## config.mk

```make
export PLATFORM = sky130hd
export DESIGN_NAME = pcfg_regfile
export DESIGN_NICKNAME = d
export VERILOG_FILES = /design/src/rtl/cfgrf_pkg.sv /design/src/rtl/cfgrf_decode.sv /design/src/rtl/cfgrf_lane_reg.sv /design/src/rtl/pcfg_regfile.sv
export SDC_FILE = /design/constraint.sdc
export NUM_CORES = 1
export LEC_CHECK = 0
export ABC_AREA = 0
export BUFFER_PORTS_ARGS = -buffer_cell sky130_fd_sc_hd__buf_2
export CORE_MARGIN = 2
export CORE_UTILIZATION = 40
export CTS_CLUSTER_DIAMETER = 150
export DETAILED_ROUTE_END_ITERATION = 10
export GPL_TIMING_DRIVEN = 0
export PLACE_DENSITY = 0.65
export REMOVE_ABC_BUFFERS = 1
export SLEW_MARGIN = 15
export SYNTH_ARGS = -nofsm -noshare
export SYNTH_HDL_FRONTEND = slang
export SYNTH_SLANG_ARGS = --single-unit
```

## constraint.sdc

```tcl
create_clock -name clk -period 1.55 [get_ports clk]
set_input_delay 0.155 -clock clk [delete_from_list [all_inputs] [get_ports clk]]
set_output_delay 0.155 -clock clk [all_outputs]
set_load 0.01 [all_outputs]
```

## src/rtl/cfgrf_pkg.sv

```systemverilog
package cfgrf_pkg;

    typedef enum logic [1:0] {
        SZ_BYTE = 2'd0,
        SZ_HALF = 2'd1,
        SZ_WORD = 2'd2,
        SZ_RSVD = 2'd3
    } acc_size_e;

    typedef enum logic [2:0] {
        TG_NONE = 3'd0,
        TG_TIM0 = 3'd1,
        TG_TIM1 = 3'd2,
        TG_UTIM = 3'd3,
        TG_IFC  = 3'd4,
        TG_SLV  = 3'd5,
        TG_UCTL = 3'd6
    } tgt_e;

    typedef struct packed {
        logic       local_hit;
        logic       ok;
        tgt_e       tgt;
        logic       hi_lane;
        logic [1:0] lane_we;
    } dec_t;

    typedef struct packed {
        logic        vld;
        logic        err;
        logic [15:0] rdata;
    } rsp_t;

endpackage

```

## src/rtl/cfgrf_decode.sv

```systemverilog
module cfgrf_decode
    import cfgrf_pkg::*;
#(
    parameter int                ADDR_W    = 8,
    parameter logic [ADDR_W-1:0] DEV_START = 8'h40,
    parameter logic [ADDR_W-1:0] TIM0_OFS  = 8'h40,
    parameter logic [ADDR_W-1:0] TIM1_OFS  = 8'h42,
    parameter logic [ADDR_W-1:0] SLV_OFS   = 8'h44,
    parameter logic [ADDR_W-1:0] UCTL_OFS  = 8'h48,
    parameter logic [ADDR_W-1:0] UTIM_OFS  = 8'h4A,
    parameter logic [ADDR_W-1:0] IFC_OFS   = 8'h54
) (
    input  logic [ADDR_W-1:0] addr,
    input  acc_size_e         size,
    input  logic              wr,
    output dec_t              dec
);

    localparam logic [ADDR_W-1:0] TIM0_HI = TIM0_OFS + 1'b1;
    localparam logic [ADDR_W-1:0] TIM1_HI = TIM1_OFS + 1'b1;
    localparam logic [ADDR_W-1:0] IFC_HI  = IFC_OFS + 1'b1;

    logic is_b;
    logic is_h;

    always_comb begin
        is_b = (size == SZ_BYTE);
        is_h = (size == SZ_HALF);
        dec = '0;
        dec.tgt = TG_NONE;
        dec.local_hit = (addr >= DEV_START);
        if (addr == TIM0_OFS) begin
            dec.tgt     = TG_TIM0;
            dec.ok      = is_h;
            dec.lane_we = {2{is_h & wr}};
        end else if (addr == TIM0_HI) begin
            dec.tgt     = TG_TIM0;
            dec.ok      = is_b & ~wr;
            dec.hi_lane = 1'b1;
        end else if (addr == TIM1_OFS) begin
            dec.tgt     = TG_TIM1;
            dec.ok      = is_h;
            dec.lane_we = {2{is_h & wr}};
        end else if (addr == TIM1_HI) begin
            dec.tgt     = TG_TIM1;
            dec.ok      = is_b & ~wr;
            dec.hi_lane = 1'b1;
        end else if (addr == SLV_OFS) begin
            dec.tgt     = TG_SLV;
            dec.ok      = is_b;
            dec.lane_we = {1'b0, is_b & wr};
        end else if (addr == UCTL_OFS) begin
            dec.tgt     = TG_UCTL;
            dec.ok      = is_b;
            dec.lane_we = {1'b0, is_b & wr};
        end else if (addr == UTIM_OFS) begin
            dec.tgt     = TG_UTIM;
            dec.ok      = is_h;
            dec.lane_we = {2{is_h & wr}};
        end else if (addr == IFC_OFS) begin
            dec.tgt     = TG_IFC;
            dec.ok      = is_b | is_h;
            dec.lane_we = wr ? (is_h ? 2'b11 : (is_b ? 2'b01 : 2'b00)) : 2'b00;
        end else if (addr == IFC_HI) begin
            dec.tgt     = TG_IFC;
            dec.ok      = is_b;
            dec.hi_lane = 1'b1;
            dec.lane_we = {is_b & wr, 1'b0};
        end
        if (!dec.local_hit) begin
            dec.ok      = 1'b0;
            dec.tgt     = TG_NONE;
            dec.hi_lane = 1'b0;
            dec.lane_we = 2'b00;
        end
    end

endmodule

```

## src/rtl/cfgrf_lane_reg.sv

```systemverilog
module cfgrf_lane_reg #(
    parameter int                 LANES   = 2,
    parameter logic [LANES*8-1:0] RST_VAL = '0
) (
    input  logic               clk,
    input  logic               rst_n,
    input  logic [LANES-1:0]   we,
    input  logic [LANES*8-1:0] wdata,
    output logic [LANES*8-1:0] q
);

    logic [LANES*8-1:0] data_d;
    logic [LANES*8-1:0] data_q;

    generate
        for (genvar g = 0; g < LANES; g++) begin : g_lane
            always_comb begin
                data_d[g*8 +: 8] = we[g] ? wdata[g*8 +: 8] : data_q[g*8 +: 8];
            end

            // a lane without its enable keeps its byte
            assert_lane_hold_R6: assert property (@(posedge clk) disable iff (!rst_n)
                !we[g] |=> $stable(data_q[g*8 +: 8]));
        end
    endgenerate

    always_ff @(posedge clk or negedge rst_n) begin
        if (!rst_n) begin
            data_q <= RST_VAL;
        end else begin
            data_q <= data_d;
        end
    end

    assign q = data_q;

endmodule

```

## src/rtl/pcfg_regfile.sv

```systemverilog
module pcfg_regfile
    import cfgrf_pkg::*;
#(
    parameter int                ADDR_W    = 8,
    parameter logic [ADDR_W-1:0] DEV_START = 8'h40,
    parameter logic [ADDR_W-1:0] TIM0_OFS  = 8'h40,
    parameter logic [ADDR_W-1:0] TIM1_OFS  = 8'h42,
    parameter logic [ADDR_W-1:0] SLV_OFS   = 8'h44,
    parameter logic [ADDR_W-1:0] UCTL_OFS  = 8'h48,
    parameter logic [ADDR_W-1:0] UTIM_OFS  = 8'h4A,
    parameter logic [ADDR_W-1:0] IFC_OFS   = 8'h54,
    parameter logic [15:0]       TIM_RST   = 16'h8000
) (
    input  logic              clk,
    input  logic              rst_n,
    input  logic              req_valid,
    input  logic              req_write,
    input  logic [ADDR_W-1:0] req_addr,
    input  logic [1:0]        req_size,
    input  logic [15:0]       req_wdata,
    output logic              rsp_valid,
    output logic              rsp_err,
    output logic [15:0]       rsp_rdata,
    output logic              hdr_req_valid,
    output logic              hdr_req_write,
    output logic [ADDR_W-1:0] hdr_req_addr,
    output logic [1:0]        hdr_req_size,
    output logic [15:0]       hdr_req_wdata
);

    localparam int HALF_W = 16;
    localparam int BYTE_W = HALF_W / 2;
    localparam int N_WIDE = 4;
    localparam tgt_e WIDE_TGT [N_WIDE] = '{TG_TIM0, TG_TIM1, TG_UTIM, TG_IFC};
    localparam logic [HALF_W-1:0] WIDE_RST [N_WIDE] = '{TIM_RST, TIM_RST, '0, '0};

    dec_t              dec;
    logic              local_req;
    logic              acc_ok;
    logic [HALF_W-1:0] lane_wdata;
    logic [1:0]        we_w   [N_WIDE];
    logic [HALF_W-1:0] wide_q [N_WIDE];
    logic              we_slv;
    logic              we_uctl;
    logic [BYTE_W-1:0] slv_q;
    logic [BYTE_W-1:0] uctl_q;
    logic [HALF_W-1:0] full_rd;
    logic [HALF_W-1:0] shaped_rd;
    rsp_t              rsp_d;
    rsp_t              rsp_q;

    cfgrf_decode #(
        .ADDR_W   (ADDR_W),
        .DEV_START(DEV_START),
        .TIM0_OFS (TIM0_OFS),
        .TIM1_OFS (TIM1_OFS),
        .SLV_OFS  (SLV_OFS),
        .UCTL_OFS (UCTL_OFS),
        .UTIM_OFS (UTIM_OFS),
        .IFC_OFS  (IFC_OFS)
    ) u_decode (
        .addr(req_addr),
        .size(acc_size_e'(req_size)),
        .wr  (req_write),
        .dec (dec)
    );

    // forwarding toward the generic header
    always_comb begin
        hdr_req_valid = req_valid & ~dec.local_hit;
        hdr_req_write = req_write;
        hdr_req_addr  = req_addr;
        hdr_req_size  = req_size;
        hdr_req_wdata = req_wdata;
    end

    always_comb begin
        local_req  = req_valid & dec.local_hit;
        acc_ok     = local_req & dec.ok;
        lane_wdata = {(req_size == SZ_BYTE) ? req_wdata[7:0] : req_wdata[15:8],
                      req_wdata[7:0]};
        we_slv     = acc_ok & req_write & (dec.tgt == TG_SLV) & dec.lane_we[0];
        we_uctl    = acc_ok & req_write & (dec.tgt == TG_UCTL) & dec.lane_we[0];
    end

    generate
        for (genvar w = 0; w < N_WIDE; w++) begin : g_wide
            always_comb begin
                we_w[w] = (acc_ok && req_write && dec.tgt == WIDE_TGT[w]) ? dec.lane_we : 2'b00;
            end

            cfgrf_lane_reg #(
                .LANES  (2),
                .RST_VAL(WIDE_RST[w])
            ) u_reg (
                .clk  (clk),
                .rst_n(rst_n),
                .we   (we_w[w]),
                .wdata(lane_wdata),
                .q    (wide_q[w])
            );
        end
    endgenerate

    cfgrf_lane_reg #(
        .LANES  (1),
        .RST_VAL(8'h00)
    ) u_slv (
        .clk  (clk),
        .rst_n(rst_n),
        .we   (we_slv),
        .wdata(req_wdata[7:0]),
        .q    (slv_q)
    );

    cfgrf_lane_reg #(
        .LANES  (1),
        .RST_VAL(8'h00)
    ) u_uctl (
        .clk  (clk),
        .rst_n(rst_n),
        .we   (we_uctl),
        .wdata(req_wdata[7:0]),
        .q    (uctl_q)
    );

    // read path and next response
    always_comb begin
        case (dec.tgt)
            TG_TIM0: full_rd = wide_q[0];
            TG_TIM1: full_rd = wide_q[1];
            TG_UTIM: full_rd = wide_q[2];
            TG_IFC:  full_rd = wide_q[3];
            TG_SLV:  full_rd = {{BYTE_W{1'b0}}, slv_q};
            TG_UCTL: full_rd = {{BYTE_W{1'b0}}, uctl_q};
            default: full_rd = '0;
        endcase
        if (dec.hi_lane) begin
            shaped_rd = {{BYTE_W{1'b0}}, full_rd[15:8]};
        end else if (req_size == SZ_BYTE) begin
            shaped_rd = {{BYTE_W{1'b0}}, full_rd[7:0]};
        end else begin
            shaped_rd = full_rd;
        end

        rsp_d       = '0;
        rsp_d.vld   = local_req;
        rsp_d.err   = local_req & ~dec.ok;
        rsp_d.rdata = (acc_ok && !req_write) ? shaped_rd : '0;
    end

    always_ff @(posedge clk or negedge rst_n) begin
        if (!rst_n) begin
            rsp_q <= '0;
        end else begin
            rsp_q <= rsp_d;
        end
    end

    assign rsp_valid = rsp_q.vld;
    assign rsp_err   = rsp_q.err;
    assign rsp_rdata = rsp_q.rdata;

    assert_fwd_no_rsp_R1: assert property (@(posedge clk) disable iff (!rst_n)
        (req_valid && req_addr < DEV_START) |=> !rsp_valid);

    assert_slv_half_refused_R5: assert property (@(posedge clk) disable iff (!rst_n)
        (req_valid && req_addr == SLV_OFS && req_size == 2'd1) |=> rsp_err);

    assert_word_refused_R8: assert property (@(posedge clk) disable iff (!rst_n)
        (req_valid && req_addr >= DEV_START && req_size == 2'd2) |=> (rsp_valid && rsp_err));

    assert_err_keeps_regs_R9: assert property (@(posedge clk) disable iff (!rst_n)
        rsp_err |-> ($stable(wide_q[0]) && $stable(wide_q[1]) && $stable(wide_q[2])
                     && $stable(wide_q[3]) && $stable(slv_q) && $stable(uctl_q)));

    assert_rsp_after_req_R10: assert property (@(posedge clk) disable iff (!rst_n)
        (req_valid && req_addr >= DEV_START) |=> rsp_valid);

    assert_err_no_data_R10: assert property (@(posedge clk) disable iff (!rst_n)
        rsp_err |-> (rsp_rdata == 16'h0000));

endmodule

```

* After elaboration in Yosys (flattened, before gate mapping)
Cells that the tools add are included.
** Cells by class
- Order comparisons :: 1
- Equality and inequality tests :: 16
- Muxes and demuxes :: 36
- Bitwise operators :: 16
- Reduce and logical (&&, ||, !) cells :: 8
** Operators by type and width (number)
- $pmux W16 S6 :: 1
- $eq A8 B7 Y1 const B :: 9
- $mux W16 :: 3
- $mux W2 :: 14
- $mux W4 :: 6
- $mux W7 :: 2
- $and A1 B1 Y1 :: 12
- $mux W5 :: 2
- $eq A3 B3 Y1 const B :: 3
- $ge A8 B7 Y1 const B :: 1
- $mux W8 :: 1
- $mux W1 :: 7
- $eq A3 B2 Y1 const B :: 2
- $logic_and A1 B1 Y1 :: 6
- $eq A3 B1 Y1 const B :: 1
- $not A1 Y1 :: 3
- $eq A2 B1 Y1 const B :: 1
- $logic_not A2 Y1 :: 1
- $logic_not A1 Y1 :: 1
- $or A1 B1 Y1 :: 1
** Word-level totals
- Register bits after elaboration :: 98
- Input bits :: 30
- Output and inout port bits :: 46
- Logic and storage cells :: 90

* Logic depth before layout (Yosys ltp)
- Depth after elaboration :: 18
- Depth in mapped cells :: 8

* Hierarchy
From an unflattened synthesis, not the netlist that was laid out.
** Unflattened totals
- Cell total of the unflattened synthesis :: 425
- Area total of the unflattened synthesis :: 5506.5 µm²
** By module, submodules not included
- pcfg_regfile :: times used 1, cells each 191, area an instance 1786.7 µm², sequential area each 450.4 µm²
- cfgrf_lane_reg (g_wide[0].u_reg ...) :: times used 2, cells each 34, area an instance 664.4 µm², sequential area each 401.6 µm²
- cfgrf_lane_reg (g_wide[2].u_reg ...) :: times used 2, cells each 34, area an instance 663.1 µm², sequential area each 400.4 µm²
- cfgrf_lane_reg (u_slv ...) :: times used 2, cells each 17, area an instance 331.6 µm², sequential area each 200.2 µm²
- cfgrf_decode :: times used 1, cells each 64, area an instance 401.6 µm², sequential area each 0.0 µm²

* Worst setup path before layout
OpenSTA, ideal clock, no wires.
- Kind :: input -> register
- Start point :: input port req_addr[3]
- End point :: register g_wide[1].u_reg.data_q[3]
- Data arrival time :: 1.669 ns
- Setup slack :: -0.244 ns
- Cell stages on the path :: 7
- Cells stage by stage :: buf_6 > nor3_4 > nand2_2 > or4_1 > buf_2 > buf_6 > mux2_4
** Between the ends
- Word-level cells in the longest chain between the ends :: 15
- Elaborated cells between the ends (all ways) :: 34
** RTL lines
- from (decl) :: RTL line pcfg_regfile.sv:18 : input logic [ADDR_W-1:0] req_addr,
- $eq A8 B7 Y1 :: RTL line cfgrf_decode.sv:64 : end else if (addr == IFC_HI) begin
- $mux W7 :: RTL line cfgrf_decode.sv:64
- $mux W4 :: RTL line cfgrf_decode.sv:60 : end else if (addr == IFC_OFS) begin
- $mux W4 :: RTL line cfgrf_decode.sv:56 : end else if (addr == UTIM_OFS) begin
- $mux W4 :: RTL line cfgrf_decode.sv:52 : end else if (addr == UCTL_OFS) begin
- $mux W4 :: RTL line cfgrf_decode.sv:48 : end else if (addr == SLV_OFS) begin
- $mux W5 :: RTL line cfgrf_decode.sv:44 : end else if (addr == TIM1_HI) begin
- $mux W4 :: RTL line cfgrf_decode.sv:40 : end else if (addr == TIM1_OFS) begin
- $mux W5 :: RTL line cfgrf_decode.sv:36 : end else if (addr == TIM0_HI) begin
- $mux W4 :: RTL line cfgrf_decode.sv:32 : if (addr == TIM0_OFS) begin
- $mux W7 :: RTL line cfgrf_decode.sv:70 : if (!dec.local_hit) begin
- $and A1 B1 Y1 :: RTL line pcfg_regfile.sv:79 : acc_ok = local_req & dec.ok;
- $logic_and A1 B1 Y1 (2 in a row) :: RTL line pcfg_regfile.sv:89 : we_w[w] = (acc_ok && req_write && dec.tgt == WIDE_TGT[w]) ? dec.lane_we : 2'b00;
- $mux W2 (*) :: RTL line pcfg_regfile.sv:89
- to (signal assigned) :: RTL line cfgrf_lane_reg.sv:31 : data_q <= data_d;
- to (decl) :: RTL line cfgrf_lane_reg.sv:13 : logic [LANES*8-1:0] data_q;
Every way passes the cells marked *; elsewhere a longest branch is shown, timed or not.
A chain may end at the register's enable or synchronous reset.

* Worst setup path after layout
- Start point :: input port req_addr[5]
- End point :: register g_wide[1].u_reg.data_q[4]
The elaborated chain is that of the path after synthesis.

==> impl_metrics.env <==
export IMPL_synth_cell_type_count=53
export IMPL_cts_tree="built"
export IMPL_irDropWorstVdd_uv=524
export IMPL_critPathLaunchType="input pin"
export IMPL_antenna_found_initial=0
export IMPL_ys_flop_type="dfrtp_1"
export IMPL_die_x_um=113
export IMPL_cpMaxStageDelayCell="or4_4"
export IMPL_switching_share_pct=23.0
export IMPL_dp_slack_ns=-1.63
export IMPL_ys_seq_area_share_pct=51.3
export IMPL_antenna_left=0
export IMPL_synth_area_top_cells="dfrtp_1 (50%), mux2_2 (11%), mux2i_1 (5.2%)"
export IMPL_num_vias=3514
export IMPL_cts_max_path_buffers=2
export IMPL_grt_pass1_wl_um=19200
export IMPL_grt_max_degree=53
export IMPL_initialDrtViolationCount=303
export IMPL_synth_most_common_cell="dfrtp_1"
export IMPL_ys_seq_elements=98
export IMPL_ys_warn_count=0
export IMPL_critPathArrivalTime_ns=1.85
export IMPL_cts_buffers=9
export IMPL_rsz0062_at_grt="yes"
export IMPL_initial_core_util_pct=41.4
export IMPL_max_clock_freq_ghz=0.620
export IMPL_maxCapViolations=0
export IMPL_grt_pass1_vias=3591
export IMPL_syn_avg_cell_area_um2=11.9
export IMPL_power_density_nw_per_um2=943
export IMPL_die_y_um=113
export IMPL_power_frac_clock_pct=45.5
export IMPL_outcome="finished, violations left"
export IMPL_slew_viol_final=0
export IMPL_num_io_pins=76
export IMPL_nets=500
export IMPL_finalNonFillerCells=618
export IMPL_cp_top_family="simple AND/OR/NAND/NOR gates"
export IMPL_end_kind="flip-flop"
export IMPL_yosysTopAreaCellShare_pct=50.2
export IMPL_violations="setup timing"
export IMPL_remaining_drc_errors=0
export IMPL_critPathKind="in2reg"
export IMPL_cts_sinks=98
export IMPL_die_area_um2=12900
export IMPL_drive_gt1_share_pct=43.6
export IMPL_synth_top_cell_by_area="dfrtp_1"
export IMPL_rows=39
export IMPL_drtPass1Iterations=4
export IMPL_worst_path_buf_inv=2
export IMPL_path_clk_slew_ns=0.07
export IMPL_syn_instance_count=404
export IMPL_syn_to_final_growth_pct=21.8
export IMPL_relSlewSlack_pct=59.0
export IMPL_leakage_nw=2.81
export IMPL_cp_cell_sequence="buf_8 > nor3b_4 > buf_4 > nand2_4 > or4_4 > mux2_4"
export IMPL_fin_worst_skew_ns=0.00835
export IMPL_finalHoldViolCount=0
export IMPL_yosys_top_cells_count="dfrtp_1 (96), mux2_2 (46), buf_4 (29)"
export IMPL_grtUsageTotal_pct=19.5
export IMPL_cts_root_buf="clkbuf_16"
export IMPL_setup_violations_final=15
export IMPL_io_buffers=75
export IMPL_gr_total_overflow=0
export IMPL_globalplace_congestion=0.881
export IMPL_n_antenna_cell=0
export IMPL_synth_edf_count=0
export IMPL_routedWlPerCell_um=19.7
export IMPL_place_inst=572
export IMPL_power_switching_w=0.00126
export IMPL_cp_required_ns=1.79
export IMPL_crit_fanout=14
export IMPL_insertion_delay_ns=0.35
export IMPL_async_flop_share_pct=100
export IMPL_worst_path_largest_cell_delay_ns=0.64
export IMPL_coreArea_um2=11600
export IMPL_intPower_w=0.00424
export IMPL_setup_tns_ns=-0.568
export IMPL_htreeDepth=3
export IMPL_finalCritPeriodShare_pct=104
export IMPL_fin_crit_ns=1.61
export IMPL_combinationalPowerShare_pct=7.9
export IMPL_hold_slack_ns=0.107
export IMPL_sequentialPowerShare_pct=46.7
export IMPL_vias_per_cell=5.69
export IMPL_dp_hpwl_um=7300
export IMPL_fin_ws_ns=-0.0633
export IMPL_min_path_type="in2reg"
export IMPL_syn_cell_area_um2=4790
export IMPL_nFillCells=997
export IMPL_tightest_slew_ns=0.614
export IMPL_routed_wl_um=12200
-- state kept, by name, summed over array words and instances (netlist names) --
name	flops
g_wide.u_reg.q	64
rsp_err	1
rsp_rdata	16
rsp_valid	1
u_slv.q	8
u_uctl.q	8
-- layout make-up --
type,instances,area [um2],share of cell area [%]
Multi-Input combinational cell,258,2200,37.7
Clock inverter,5,85.1,1.46
Inverter,3,11.3,0.193
Tap cell,143,179,3.07
Timing Repair Buffer,100,649,11.1
Clock buffer,11,253,4.33
Sequential cell,98,2450,42.1
-- metal layers --
| metal | track usage (%) | up-vias | part of all wire [%] |
|---|---|---|---|
| met5 | 0 | - | 0 |
| met4 | 8.46 | 0 | 2.3 |
| met3 | 3.99 | 18 | 5.7 |
| met2 | 31.9 | 116 | 47 |
| met1 | 25.4 | 1776 | 45 |
| li1 | - | 1604 | - |
-- worst paths after layout --
path	startpoint	end	slack, ns	cells after the start
min in group asynchronous	rst_n	rsp_rdata[13]	0.36	2
hold reg to reg	g_wide[1].u_reg.q[15]	g_wide[1].u_reg.q[15]	0.47	2
setup / recovery	req_addr[5]	g_wide[1].u_reg.q[4]	-0.06	6
setup reg to reg	g_wide[1].u_reg.q[14]	rsp_rdata[6]	0.09	5
hold / removal	req_addr[6]	rsp_valid	0.11	2
max in group asynchronous	rst_n	g_wide[1].u_reg.q[15]	0.47	3
-- what timing repair did --
item,in CTS,in global routing
resized for setup,43,16
hold buffers,1,0
endpoints found under the hold margin,46,0
setup endpoints to repair,97,74
setup buffers,22,1
pin swaps,21,3
gates cloned,6,0
-- power groups by stage --
stage	sequential (W)	combinational (W)	clock [W]
2_1_floorplan	0.00262	0.000101	0
3_3_place_gp	0.00262	0.000345	0
3_5_place_dp	0.00262	0.000359	0
4_1_cts	0.00257	0.000423	0.00253
5_1_grt	0.00257	0.000470	0.00264
6_report	0.00257	0.000433	0.00250
-- metrics by stage --
| stage | power [W] | instance area, um2 | util [%] |
|---|---|---|---|
| floorplan | 0.00272 | 4450 | - |
| global placement | 0.00296 | 5000 | 43.3 |
| detailed placement | 0.00297 | 5040 | 43.5 |
| CTS | 0.00552 | 5790 | 50.1 |
| global route | 0.00568 | 5830 | 50.4 |
| finish | 0.00550 | 5830 | 50.4 |
-- cell usage in the layout (no fill, tap or decap), types with 3 or more instances in the layout --
cell,count
a211oi_1,4
a21oi_1,9
nand4_1,3
or4_4,6
nor2_1,14
o211ai_1,3
mux2_2,46
a222oi_1,7
nand3_1,3
buf_2,70
dfrtp_1,96
o21ai_1,8
o21ai_0,18
a221oi_1,8
buf_6,3
mux2_4,8
inv_1,3
a211oi_2,4
nor3_1,8
nand3_4,3
clkbuf_16,9
o22ai_1,9
nand2_1,26
mux2i_1,25
nor2b_1,7
buf_4,22
-- kinds of logic (layout without fill, tap and decap cells) --
| kind of cell | count (synthesis) | count (layout) | share of synthesized area, % |
|---|---|---|---|
| multiplexers | 80 | 80 | 18.8 |
| AND/OR/NAND/NOR | 91 | 97 | 10.8 |
| AO/OA/AOI/OAI | 80 | 80 | 11.7 |
| flip-flops | 98 | 98 | 51.3 |
| XOR/XNOR | 1 | 1 | 0.183 |
| buffers and inverters | 54 | 119 | 7.32 |
(Power assumes the default switching activity.)
